### config.mk
export PLATFORM = sky130hd
export DESIGN_NAME = dbs_sequencer
export DESIGN_NICKNAME = d
export VERILOG_FILES = /design/src/rtl/dbs_pkg.sv /design/src/rtl/dbs_port_decode.sv /design/src/rtl/dbs_lane_steer.sv /design/src/rtl/dbs_read_pack.sv /design/src/rtl/dbs_sequencer.sv
export SDC_FILE = /design/constraint.sdc
export NUM_CORES = 1
export LEC_CHECK = 0
export BUFFER_PORTS_ARGS = -buffer_cell sky130_fd_sc_hd__buf_2
export CORE_ASPECT_RATIO = 1.75
export CORE_MARGIN = 1.5
export CORE_UTILIZATION = 61
export DETAILED_ROUTE_END_ITERATION = 7
export PLACE_DENSITY = 0.87
export SLEW_MARGIN = 0
export SYNTH_ARGS = -nofsm -noshare
export SYNTH_HDL_FRONTEND = slang
export SYNTH_HIERARCHICAL = 1
export SYNTH_SLANG_ARGS = --single-unit
### constraint.sdc
create_clock -name clk -period 6.99 [get_ports clk]
set_input_delay 1.398 -clock clk [delete_from_list [all_inputs] [get_ports clk]]
set_output_delay 1.398 -clock clk [all_outputs]
set_load 0.02 [all_outputs]
### src/rtl/dbs_pkg.sv
// Shared types and helpers for the dynamic bus sizing sequencer.
// Assumes a 32-bit data bus numbered big-endian: lane 3 = bits 31:24.
package dbs_pkg;
    localparam int DW = 32;
    localparam int NB = DW / 8;

    typedef enum logic [1:0] {
        ACC_BYTE  = 2'b00,
        ACC_WORD  = 2'b01,
        ACC_LONG  = 2'b10,
        ACC_FETCH = 2'b11
    } acc_kind_e;

    // Byte k of a left-justified word (k = 0 is bits 31:24).
    function automatic logic [7:0] lane_byte(input logic [DW-1:0] w, input logic [1:0] k);
        return w[8*(3-k) +: 8];
    endfunction
endpackage

### src/rtl/dbs_port_decode.sv
// Turns the acknowledge code into a port width, the starting lane offset
// inside that port and the number of bytes this cycle moves.
// Assumes rem is 1..4 while a cycle is live; width 0 means no acknowledge.
module dbs_port_decode (
    input  logic [1:0] ack,
    input  logic [1:0] a_lo,
    input  logic [2:0] rem,
    output logic [2:0] width,
    output logic [1:0] base,
    output logic [2:0] take
);
    logic [2:0] room;

    // Decode width and offset of the address within the port.
    always_comb begin
        case (ack)
            2'b11:   begin width = 3'd4; base = a_lo;              end
            2'b10:   begin width = 3'd2; base = {1'b0, a_lo[0]};   end
            2'b01:   begin width = 3'd1; base = 2'b00;             end
            default: begin width = 3'd0; base = 2'b00;             end
        endcase
    end

    // Bytes moved: what is owed, capped by what the port can still reach.
    always_comb begin
        room = width - {1'b0, base};
        take = (rem < room) ? rem : room;
    end
endmodule

### src/rtl/dbs_lane_steer.sv
// Produces the 32-bit lane enables and replicates write bytes so an
// 8-, 16- or 32-bit port each finds the next operand byte on its lanes.
// Assumes wbuf holds the operand left-justified and j counts bytes sent.
module dbs_lane_steer
    import dbs_pkg::*;
(
    input  logic [DW-1:0] wbuf,
    input  logic [1:0]    j,
    input  logic [1:0]    a_lo,
    input  logic [2:0]    rem,
    output logic [NB-1:0] lanes,
    output logic [DW-1:0] wlane
);
    for (genvar L = 0; L < NB; L++) begin : g_lane
        localparam logic [2:0] OFF = 3'(NB - 1 - L);
        logic [1:0] idx;

        // Enable a lane when its offset lies inside the owed window.
        assign lanes[L] = (OFF >= {1'b0, a_lo}) && (OFF < ({1'b0, a_lo} + rem));

        if (L == NB - 1) begin : g_top
            // Uppermost lane serves every narrow port: always the next byte.
            assign idx = j;
        end else if (L == NB - 2) begin : g_half
            // Second lane: next byte for an odd 16-bit address, else the one after.
            assign idx = j + {1'b0, ~a_lo[0]};
        end else begin : g_full
            // Lower lanes are reached only by a 32-bit port.
            assign idx = j + 2'(OFF) - a_lo;
        end

        assign wlane[8*L +: 8] = lane_byte(wbuf, idx);
    end
endmodule

### src/rtl/dbs_read_pack.sv
// Copies the bytes a read cycle returned into the left-justified
// operand buffer, at positions following the bytes already gathered.
// Assumes base + take never exceeds four lanes.
module dbs_read_pack
    import dbs_pkg::*;
(
    input  logic [DW-1:0] rbuf,
    input  logic [DW-1:0] rdata,
    input  logic [1:0]    j,
    input  logic [1:0]    base,
    input  logic [2:0]    take,
    output logic [DW-1:0] nbuf
);
    logic [1:0] dst;
    logic [1:0] src;

    // Place each received byte at operand index j+i from lane 3-base-i.
    always_comb begin
        nbuf = rbuf;
        dst  = 2'b00;
        src  = 2'b00;
        for (int i = 0; i < NB; i++) begin
            if (3'(i) < take) begin
                dst = j + 2'(i);
                src = 2'd3 - base - 2'(i);
                nbuf[8*(3-dst) +: 8] = rdata[8*src +: 8];
            end
        end
    end
endmodule

### src/rtl/dbs_sequencer.sv
// Dynamic bus sizing sequencer: splits one access into bus cycles sized
// by the width each acknowledge reports, and gathers read data.
// Assumes fetch addresses are even and requests arrive only when ready.
module dbs_sequencer
    import dbs_pkg::*;
#(
    parameter int AW = 32
) (
    input  logic          clk,
    input  logic          rst_n,
    input  logic          req_valid,
    output logic          req_ready,
    input  logic [1:0]    req_kind,
    input  logic          req_write,
    input  logic [AW-1:0] req_addr,
    input  logic [DW-1:0] req_wdata,
    output logic          cyc_valid,
    output logic          cyc_write,
    output logic [AW-1:0] cyc_addr,
    output logic [1:0]    cyc_size,
    output logic [NB-1:0] cyc_lanes,
    output logic [DW-1:0] cyc_wdata,
    input  logic [1:0]    cyc_ack,
    input  logic [DW-1:0] cyc_rdata,
    output logic          done,
    output logic [DW-1:0] rd_operand
);
    logic          busy, wr;
    logic [AW-1:0] addr, ld_addr;
    logic [2:0]    rem, tot, ld_tot;
    logic [1:0]    j;
    logic [DW-1:0] wbuf, rbuf, nbuf;
    logic [2:0]    width, take;
    logic [1:0]    base;
    acc_kind_e     kind;

    assign kind = acc_kind_e'(req_kind);

    dbs_port_decode u_dec (
        .ack(cyc_ack), .a_lo(addr[1:0]), .rem(rem),
        .width(width), .base(base), .take(take)
    );

    dbs_lane_steer u_steer (
        .wbuf(wbuf), .j(j), .a_lo(addr[1:0]), .rem(rem),
        .lanes(cyc_lanes), .wlane(cyc_wdata)
    );

    dbs_read_pack u_pack (
        .rbuf(rbuf), .rdata(cyc_rdata), .j(j), .base(base), .take(take),
        .nbuf(nbuf)
    );

    // Start address and total byte count of an incoming request.
    always_comb begin
        ld_addr = req_addr;
        case (kind)
            ACC_BYTE: ld_tot = 3'd1;
            ACC_WORD: ld_tot = 3'd2;
            ACC_LONG: ld_tot = 3'd4;
            default: begin
                ld_tot = req_addr[1] ? 3'd2 : 3'd4;
                if (!req_addr[1]) ld_addr = {req_addr[AW-1:2], 2'b00};
            end
        endcase
    end

    // Sequencing state: load on accept, advance on every acknowledged cycle.
    always_ff @(posedge clk) begin
        if (!rst_n) begin
            busy       <= 1'b0;
            wr         <= 1'b0;
            addr       <= '0;
            rem        <= '0;
            tot        <= '0;
            j          <= '0;
            wbuf       <= '0;
            rbuf       <= '0;
            done       <= 1'b0;
            rd_operand <= '0;
        end else begin
            done <= 1'b0;
            if (!busy && req_valid) begin
                busy <= 1'b1;
                wr   <= req_write;
                addr <= ld_addr;
                rem  <= ld_tot;
                tot  <= ld_tot;
                j    <= 2'b00;
                rbuf <= '0;
                wbuf <= req_wdata << {3'd4 - ld_tot, 3'b000};
            end else if (busy && width != 3'd0) begin
                addr <= addr + AW'(take);
                rem  <= rem - take;
                j    <= j + take[1:0];
                rbuf <= nbuf;
                if (rem == take) begin
                    busy       <= 1'b0;
                    done       <= 1'b1;
                    rd_operand <= nbuf >> {3'd4 - tot, 3'b000};
                end
            end
        end
    end

    assign req_ready = !busy;
    assign cyc_valid = busy;
    assign cyc_write = wr;
    assign cyc_addr  = addr;
    assign cyc_size  = rem[1:0];
endmodule

### Word-level counts from Yosys, hierarchy flattened

Index checks and enable logic that the tools add are counted.

* ROM bits: 0
* output and inout bits: 106
* bits in latches: 0
* bits in registers: 139
* input bits: 104
* RAM bits: 0
* logic and storage cells: 116
* memories: 0

* multiply operators: 0
* muxes and demuxes: 23
* reductions and logical operators: 15
* shift-type cells: 18
* $add $sub $neg: 28
* equal/unequal tests: 6
* div/mod/pow operators: 0
* bitwise logic cells: 4
* $lt $le $gt $ge: 12

Operators by type and width (count)
* 32-bit 2-to-1 mux: 6
* 32-bit negator with 34-bit output: 4
* 8-bit by 34-bit variable shift with 32-bit output, first input constant: 4
* 8-bit by 34-bit variable part select with 32-bit output: 4
* 32-bit by 33-bit variable part select with 8-bit output: 4
* 32-bit bitwise mux: 4
* 32-bit by 6-bit variable part select with 8-bit output: 4
* 32-bit by 3-bit adder with 32-bit output: 1
* 32-bit by 6-bit left shift with 32-bit output: 1
* 32-bit by 6-bit >> shifter with 32-bit output: 1
* 2-bit by 2-bit subtractor with 3-bit output, first input constant: 7
* 3-bit case mux with 3 select lines: 2
* 1-bit by 3-bit < comparator with 1-bit output, first input constant: 4
* 2-bit by 3-bit < comparator with 1-bit output, first input constant: 4
* 3-bit 2-to-1 mux: 4
* 2-bit == test, second input constant: 3
* 3-bit OR reduction: 2
* 3-bit subtractor, first input constant: 2
* 1-bit logical AND: 5
* 2-bit adder, second input constant: 2
* 2-bit by 1-bit == test with 1-bit output, second input constant: 2
* 1-bit by 2-bit greater-or-equal comparator with 1-bit output, first input constant: 2
* 1-bit 2-to-1 mux: 4
* 2-bit 2-to-1 mux: 2
* other kinds (22): 28

### Longest topological paths before layout

* depth after elaboration: 14
* gate-level depth with buffers: 19
* mapped depth without buffers: 16

### Modules after synthesis

The synthesis kept the hierarchy.

By module, submodules not included
* dbs_sequencer: cells each 786, seq. area each 2782.7 µm², instances 1, area an instance 6429.9 µm²
* dbs_read_pack: cells each 371, seq. area each 0.0 µm², instances 1, area an instance 2937.8 µm²
* dbs_lane_steer: cells each 64, seq. area each 0.0 µm², instances 1, area an instance 997.2 µm²
* dbs_port_decode: cells each 26, seq. area each 0.0 µm², instances 1, area an instance 193.9 µm²

### Worst setup path after synthesis

Ideal clock, no wire load.

* path kind: input to register
* from: input cyc_ack[1]
* to: register rd_operand[0]
* stages on the path: 18
* setup time: 0.117 ns
* data required time: 6.873 ns
* slack: 2.185 ns
* data arrival time: 4.687 ns
* buffers on the path: 3
* cells stage by stage: and2_1 inv_1 ha_1 nand2_1 o21ai_0 ha_1 nand2b_1 o221ai_2 mux2_4 buf_4 buf_2 o21ai_1 buf_2 a311oi_1 a221o_1 mux2i_1 nand2_1 a32o_1

* cells in the longest elaborated chain, start to end: 14
* elaborated cells between the ends (all ways): 37
* those cells by class: add/sub: 5; order compare: 5; eq/ne: 4; shift: 9; mux: 11; reduce/logical: 3

Ends and longest elaborated chain
* start: declaration: RTL line dbs_sequencer.sv:23 `input logic [1:0] cyc_ack,`
* 2-bit by 1-bit == test with 1-bit output / 2-bit == test (equally long branches): RTL line dbs_port_decode.sv:16 `case (ack)`
* 3-bit case mux with 3 select lines / 2-bit case mux with 2 select lines (equally long branches): RTL line dbs_port_decode.sv:16
* 3-bit by 2-bit subtractor with 3-bit output *: RTL line dbs_port_decode.sv:26 `room = width - {1'b0, base};`
* 3-bit < comparator: RTL line dbs_port_decode.sv:27 `take = (rem < room) ? rem : room;`
* 3-bit 2-to-1 mux *: RTL line dbs_port_decode.sv:27
* via take[1]: RTL line dbs_sequencer.sv:33 `logic [2:0] width, take;`
* 1-bit by 3-bit < comparator with 1-bit output: RTL line dbs_read_pack.sv:23 `if (3'(i) < take) begin`
* 32-bit 2-to-1 mux: RTL line dbs_read_pack.sv:23
* 32-bit bitwise mux: RTL line dbs_read_pack.sv:26 `nbuf[8*(3-dst) +: 8] = rdata[8*src +: 8];`
* 32-bit 2-to-1 mux: RTL line dbs_read_pack.sv:23
* 32-bit bitwise mux: RTL line dbs_read_pack.sv:26
* 32-bit 2-to-1 mux: RTL line dbs_read_pack.sv:23
* 32-bit bitwise mux: RTL line dbs_read_pack.sv:26
* 32-bit 2-to-1 mux *: RTL line dbs_read_pack.sv:23
* via nbuf[24]: RTL line dbs_sequencer.sv:32 `logic [DW-1:0] wbuf, rbuf, nbuf;`
* 32-bit by 6-bit >> shifter with 32-bit output *: RTL line dbs_sequencer.sv:100 `rd_operand <= nbuf >> {3'd4 - tot, 3'b000};`
* end signal: assignment: RTL line dbs_sequencer.sv:100
* end: declaration: RTL line dbs_sequencer.sv:26 `output logic [DW-1:0] rd_operand`

The timed path passes the listed nets; every way through them passes the cells marked *.
A chain may end at the register's enable or synchronous reset.

### Final worst setup path

* from: input cyc_ack[1]
* to: register rd_operand[8]

* cells in the longest elaborated chain, start to end: 14
* elaborated cells between the ends (all ways): 37
* those cells by class: add/sub: 5; order compare: 5; eq/ne: 4; shift: 9; mux: 11; reduce/logical: 3

Ends and longest elaborated chain
* 2-bit == test: RTL line dbs_port_decode.sv:16
* 2-bit case mux with 2 select lines *: RTL line dbs_port_decode.sv:16
* via base[0]: RTL line dbs_sequencer.sv:34 `logic [1:0] base;`
* 3-bit by 2-bit subtractor with 3-bit output *: RTL line dbs_port_decode.sv:26
* 3-bit < comparator: RTL line dbs_port_decode.sv:27
* 3-bit 2-to-1 mux *: RTL line dbs_port_decode.sv:27
* via take[1]: RTL line dbs_sequencer.sv:33
* 1-bit by 3-bit < comparator with 1-bit output: RTL line dbs_read_pack.sv:23
* 32-bit 2-to-1 mux: RTL line dbs_read_pack.sv:23
* 32-bit bitwise mux: RTL line dbs_read_pack.sv:26
* 32-bit 2-to-1 mux: RTL line dbs_read_pack.sv:23
* 32-bit bitwise mux: RTL line dbs_read_pack.sv:26
* 32-bit 2-to-1 mux: RTL line dbs_read_pack.sv:23
* 32-bit bitwise mux: RTL line dbs_read_pack.sv:26
* 32-bit 2-to-1 mux *: RTL line dbs_read_pack.sv:23
* via nbuf[8]: RTL line dbs_sequencer.sv:32
* 32-bit by 6-bit >> shifter with 32-bit output *: RTL line dbs_sequencer.sv:100

Marks and branches as above.

==> results.yml <==
sta:
  max_slew_margin: 0.156
  fin_setup_tns_ns: 0
  worst_pin_slew_ns: 1.26
  min_period_ns: 5.07
  max_freq_mhz: 197
  skew_ns: 0.0115
  post-route-period-util: 0.726
  setup-violations-final: 0
  drv_slew: 0
  hold_violations: 0
  grt_setup_unrepaired: "no"
placed_design:
  place_inst: 1608
  port_buffers: 209
  dpl.hpwl_mm: 26.2
  place.gp.congestion: 1.03
  place_area_um2: 11600
yosys:
  seq_area_frac_synth: 0.264
  synthArstFlopShare: 0
  syn_inst: 1247
  syn_area_um2: 10600
  synth_nets: 1377
  synthAdderAreaFrac: 0.0339
  synthMuxAreaShare: 0.174
  synth_ff_type: "dfxtp_1"
  syn_area_per_cell_um2: 8.47
  synth_edf_count: 0
  synth_warnings: 6
  synth_xor_area_frac: 0.0329
  ys_seq_elements: 139
  synth_cell_types: 86
  synth_compound_area_frac: 0.240
  synth_top_family_by_area: "compound AO/OA/AOI/OAI gates"
  synthSimpleGateAreaFrac: 0.198
power_and_ir_drop:
  p_per_area_nw_per_um2: 211
  power_frac_comb: 0.301
  power_switching_mw: 0.891
  power_mw: 2.57
  cellLeakagePower_nw: 4.75
  seqPwrFrac: 0.340
  clockPowerShare: 0.359
  peakVddDrop_mv: 0.148
  internal-power_mw: 1.68
  sw_frac_of_total: 0.347
setup_path:
  cp.required_ns: 7.36
  start_kind: "primary input"
  critPathTopFamily: "compound AO/OA/AOI/OAI gates"
  worst-setup-path-type: "in -> reg"
  cp-end-kind: "flop"
  crit_fanout: 25
  path_buf_inv: 2
  arrival_ns: 5.44
  cp_cell_sequence: "buf_2 > and2_2 > inv_1 > ha_1 > nand2_1 > o21ai_0 > ha_1 > nand2b_1 > o221ai_2 > mux2_4 > o31ai_1 > nand2_1 > a311oi_1 > a221o_1 > mux2i_1 > o22ai_1 > a22o_1"
  critPathSlowestCell: "o31ai_1"
  cpPeakStageDelay_ns: 0.74
route:
  drt_iter0_drc: 956
  num_vias: 11200
  antenna_left: 0
  wl_per_cell_um: 21.9
  wl_mm: 35.9
  drc: 0
  via_per_inst: 6.81
  first_pass_iters: 7
cts:
  clk_latency_ns: 0.43
  holdBufCountCts: 0
  tritoncts: "built"
  numCtsBuffers: 17
  path_clk_slew_ns: 0.06
  ctsResizeCount: 0
  root_buffer: "clkbuf_16"
  numClockSinks: 139
  htreeDepth: 4
  max-clock-path-buffers: 2
  postCtsSetupRepairBufs: 0
cells_and_area:
  finish.instance_area_um2: 12200
  area_growth_pct: 15.7
  final_core_util: 0.721
  drive_gt1_frac: 0.255
  layout.nets: 1530
  stdcell_count: 1642
status:
  status: "finished clean"
die:
  core-area_um2: 16900
  dieArea_um2: 18100
  io_pins: 210
  row_count: 63
  initial_utilization: 0.623
  die-height_um: 177
  die_w_um: 102
global_route:
  first_global_vias: 10800
  grt_antenna_before_repair: 1
  grt_start_max_net_pins: 54
  grt_pass1_wl_mm: 55.9
  gr-total-overflow: 0
  grt_usage: 0.399
run:
  drv_cap: 0
min_path:
  hold_class: "reg -> reg"
synthesized netlist by cell type, types with 5 or more instances:
| master | number | area share |
|---|---|---|
| a32o_1 | 8 | 0.0076 |
| ha_1 | 23 | 0.027 |
| o21ai_0 | 78 | 0.037 |
| clkbuf_1 | 52 | 0.018 |
| and3_1 | 17 | 0.010 |
| buf_2 | 25 | 0.012 |
| nor4_2 | 8 | 0.0095 |
| o21a_1 | 5 | 0.0036 |
| nand4_1 | 7 | 0.0041 |
| nand2b_1 | 10 | 0.0059 |
| mux4_2 | 44 | 0.094 |
| nor3_1 | 14 | 0.0066 |
| dfxtp_1 | 139 | 0.26 |
| o221ai_1 | 15 | 0.012 |
| a221oi_1 | 25 | 0.021 |
| buf_4 | 9 | 0.0064 |
| o31a_1 | 7 | 0.0058 |
| a21oi_1 | 83 | 0.039 |
| o31ai_1 | 6 | 0.0043 |
| a31oi_1 | 25 | 0.015 |
| a22o_1 | 24 | 0.020 |
| nor2_1 | 28 | 0.010 |
| nand2_1 | 240 | 0.085 |
| o21ai_1 | 6 | 0.0028 |
| and2_1 | 9 | 0.0053 |
| nand3_1 | 39 | 0.018 |
| nor3b_1 | 8 | 0.0057 |
| a211oi_1 | 8 | 0.0057 |
| a21o_1 | 7 | 0.0050 |
| o22ai_1 | 15 | 0.0089 |
| inv_1 | 32 | 0.011 |
| mux2i_1 | 61 | 0.058 |
| a311oi_1 | 18 | 0.015 |
| mux2_2 | 14 | 0.015 |
| xor2_1 | 5 | 0.0041 |
| a221o_1 | 19 | 0.018 |
| xnor2_1 | 24 | 0.020 |
| nor4_1 | 6 | 0.0036 |
| buf_1 | 9 | 0.0032 |
metal layers:
| layer | routed length (um) | GRT usage | up-vias |
|---|---|---|---|
| met5 | 0 | 0 | - |
| met4 | 2540 | 0.268 | 0 |
| met3 | 2710 | 0.0837 | 210 |
| met2 | 17700 | 0.666 | 722 |
| met1 | 12900 | 0.449 | 5217 |
| li1 | - | - | 5033 |
cells in the final DEF (no fill, tap or decap), types with 9 or more instances in the layout:
cell,n
mux2i_1,61
nor3_1,14
mux4_2,44
mux2_2,14
xnor2_1,24
a22o_1,24
dfxtp_1,139
o221ai_1,15
a221oi_1,25
o21ai_0,78
buf_2,209
clkbuf_16,17
a21oi_1,83
nand3_1,39
a31oi_1,25
nand2_1,240
inv_1,32
a221o_1,19
nand2b_1,9
buf_4,25
a311oi_1,18
ha_1,23
nor2_1,27
and3_1,16
o22ai_1,15
power by group through the flow:
stage / registers, mW / logic [mW] / clock network (mW)
detailed placement: 0.891 / 0.749 / 0
finish: 0.876 / 0.773 / 0.923
CTS: 0.874 / 0.755 / 0.928
floorplan: 0.900 / 0.513 / 0
global placement: 0.889 / 0.735 / 0
global route: 0.880 / 0.825 / 0.964
through the flow:
stage	hold slack [ns]	worst slack, ns
CTS	0.459	2.13
detailed placement	0.450	1.72
global route	0.477	1.82
finish	0.454	1.92
global placement	0.442	1.81
floorplan	0.434	2.19
area by class of cell:
type	instances	area [um2]
diodes	2	5.00
clock buffers	22	484
clock inverters	10	114
fillers	1289	4730
inverters	33	124
multi-input cells	975	7190
flip-flops and latches	139	2780
well taps	227	284
repair buffers	234	1230
tightest hold or removal path, cell delays in order, from the launching register on:
cell	delay, ns
dfxtp_1	0.32
nand2_1	0.04
o21ai_0	0.06
path summary, 6_finish.rpt:
path	start	end	slack, ns	cells after the start
min reg2reg	rd_operand[23]	rd_operand[23]	0.45	2
max	cyc_ack[1]	rd_operand[8]	1.92	17
min	rd_operand[23]	rd_operand[23]	0.45	2
max reg2reg	cyc_addr[1]	rd_operand[8]	2.28	15
flip-flops by register name, summed over array words and instances, names as in the netlist:
signal / cells
cyc_valid: 1
rd_operand: 32
j: 2
cyc_write: 1
done: 1
wbuf: 32
tot: 3
rbuf: 32
rem: 3
cyc_addr: 32
cells by family (layout without fill, tap and decap cells):
logic type	count (synthesis)	count (layout)
AO/OA/AOI/OAI	370	370
XOR/XNOR	33	33
adder cells (fa/ha/maj)	27	27
buffers and inverters	133	299
flip-flops	139	139
multiplexers	123	123
other	0	2
AND/OR/NAND/NOR	422	422
No activity file was read; power rests on OpenSTA's default activity.
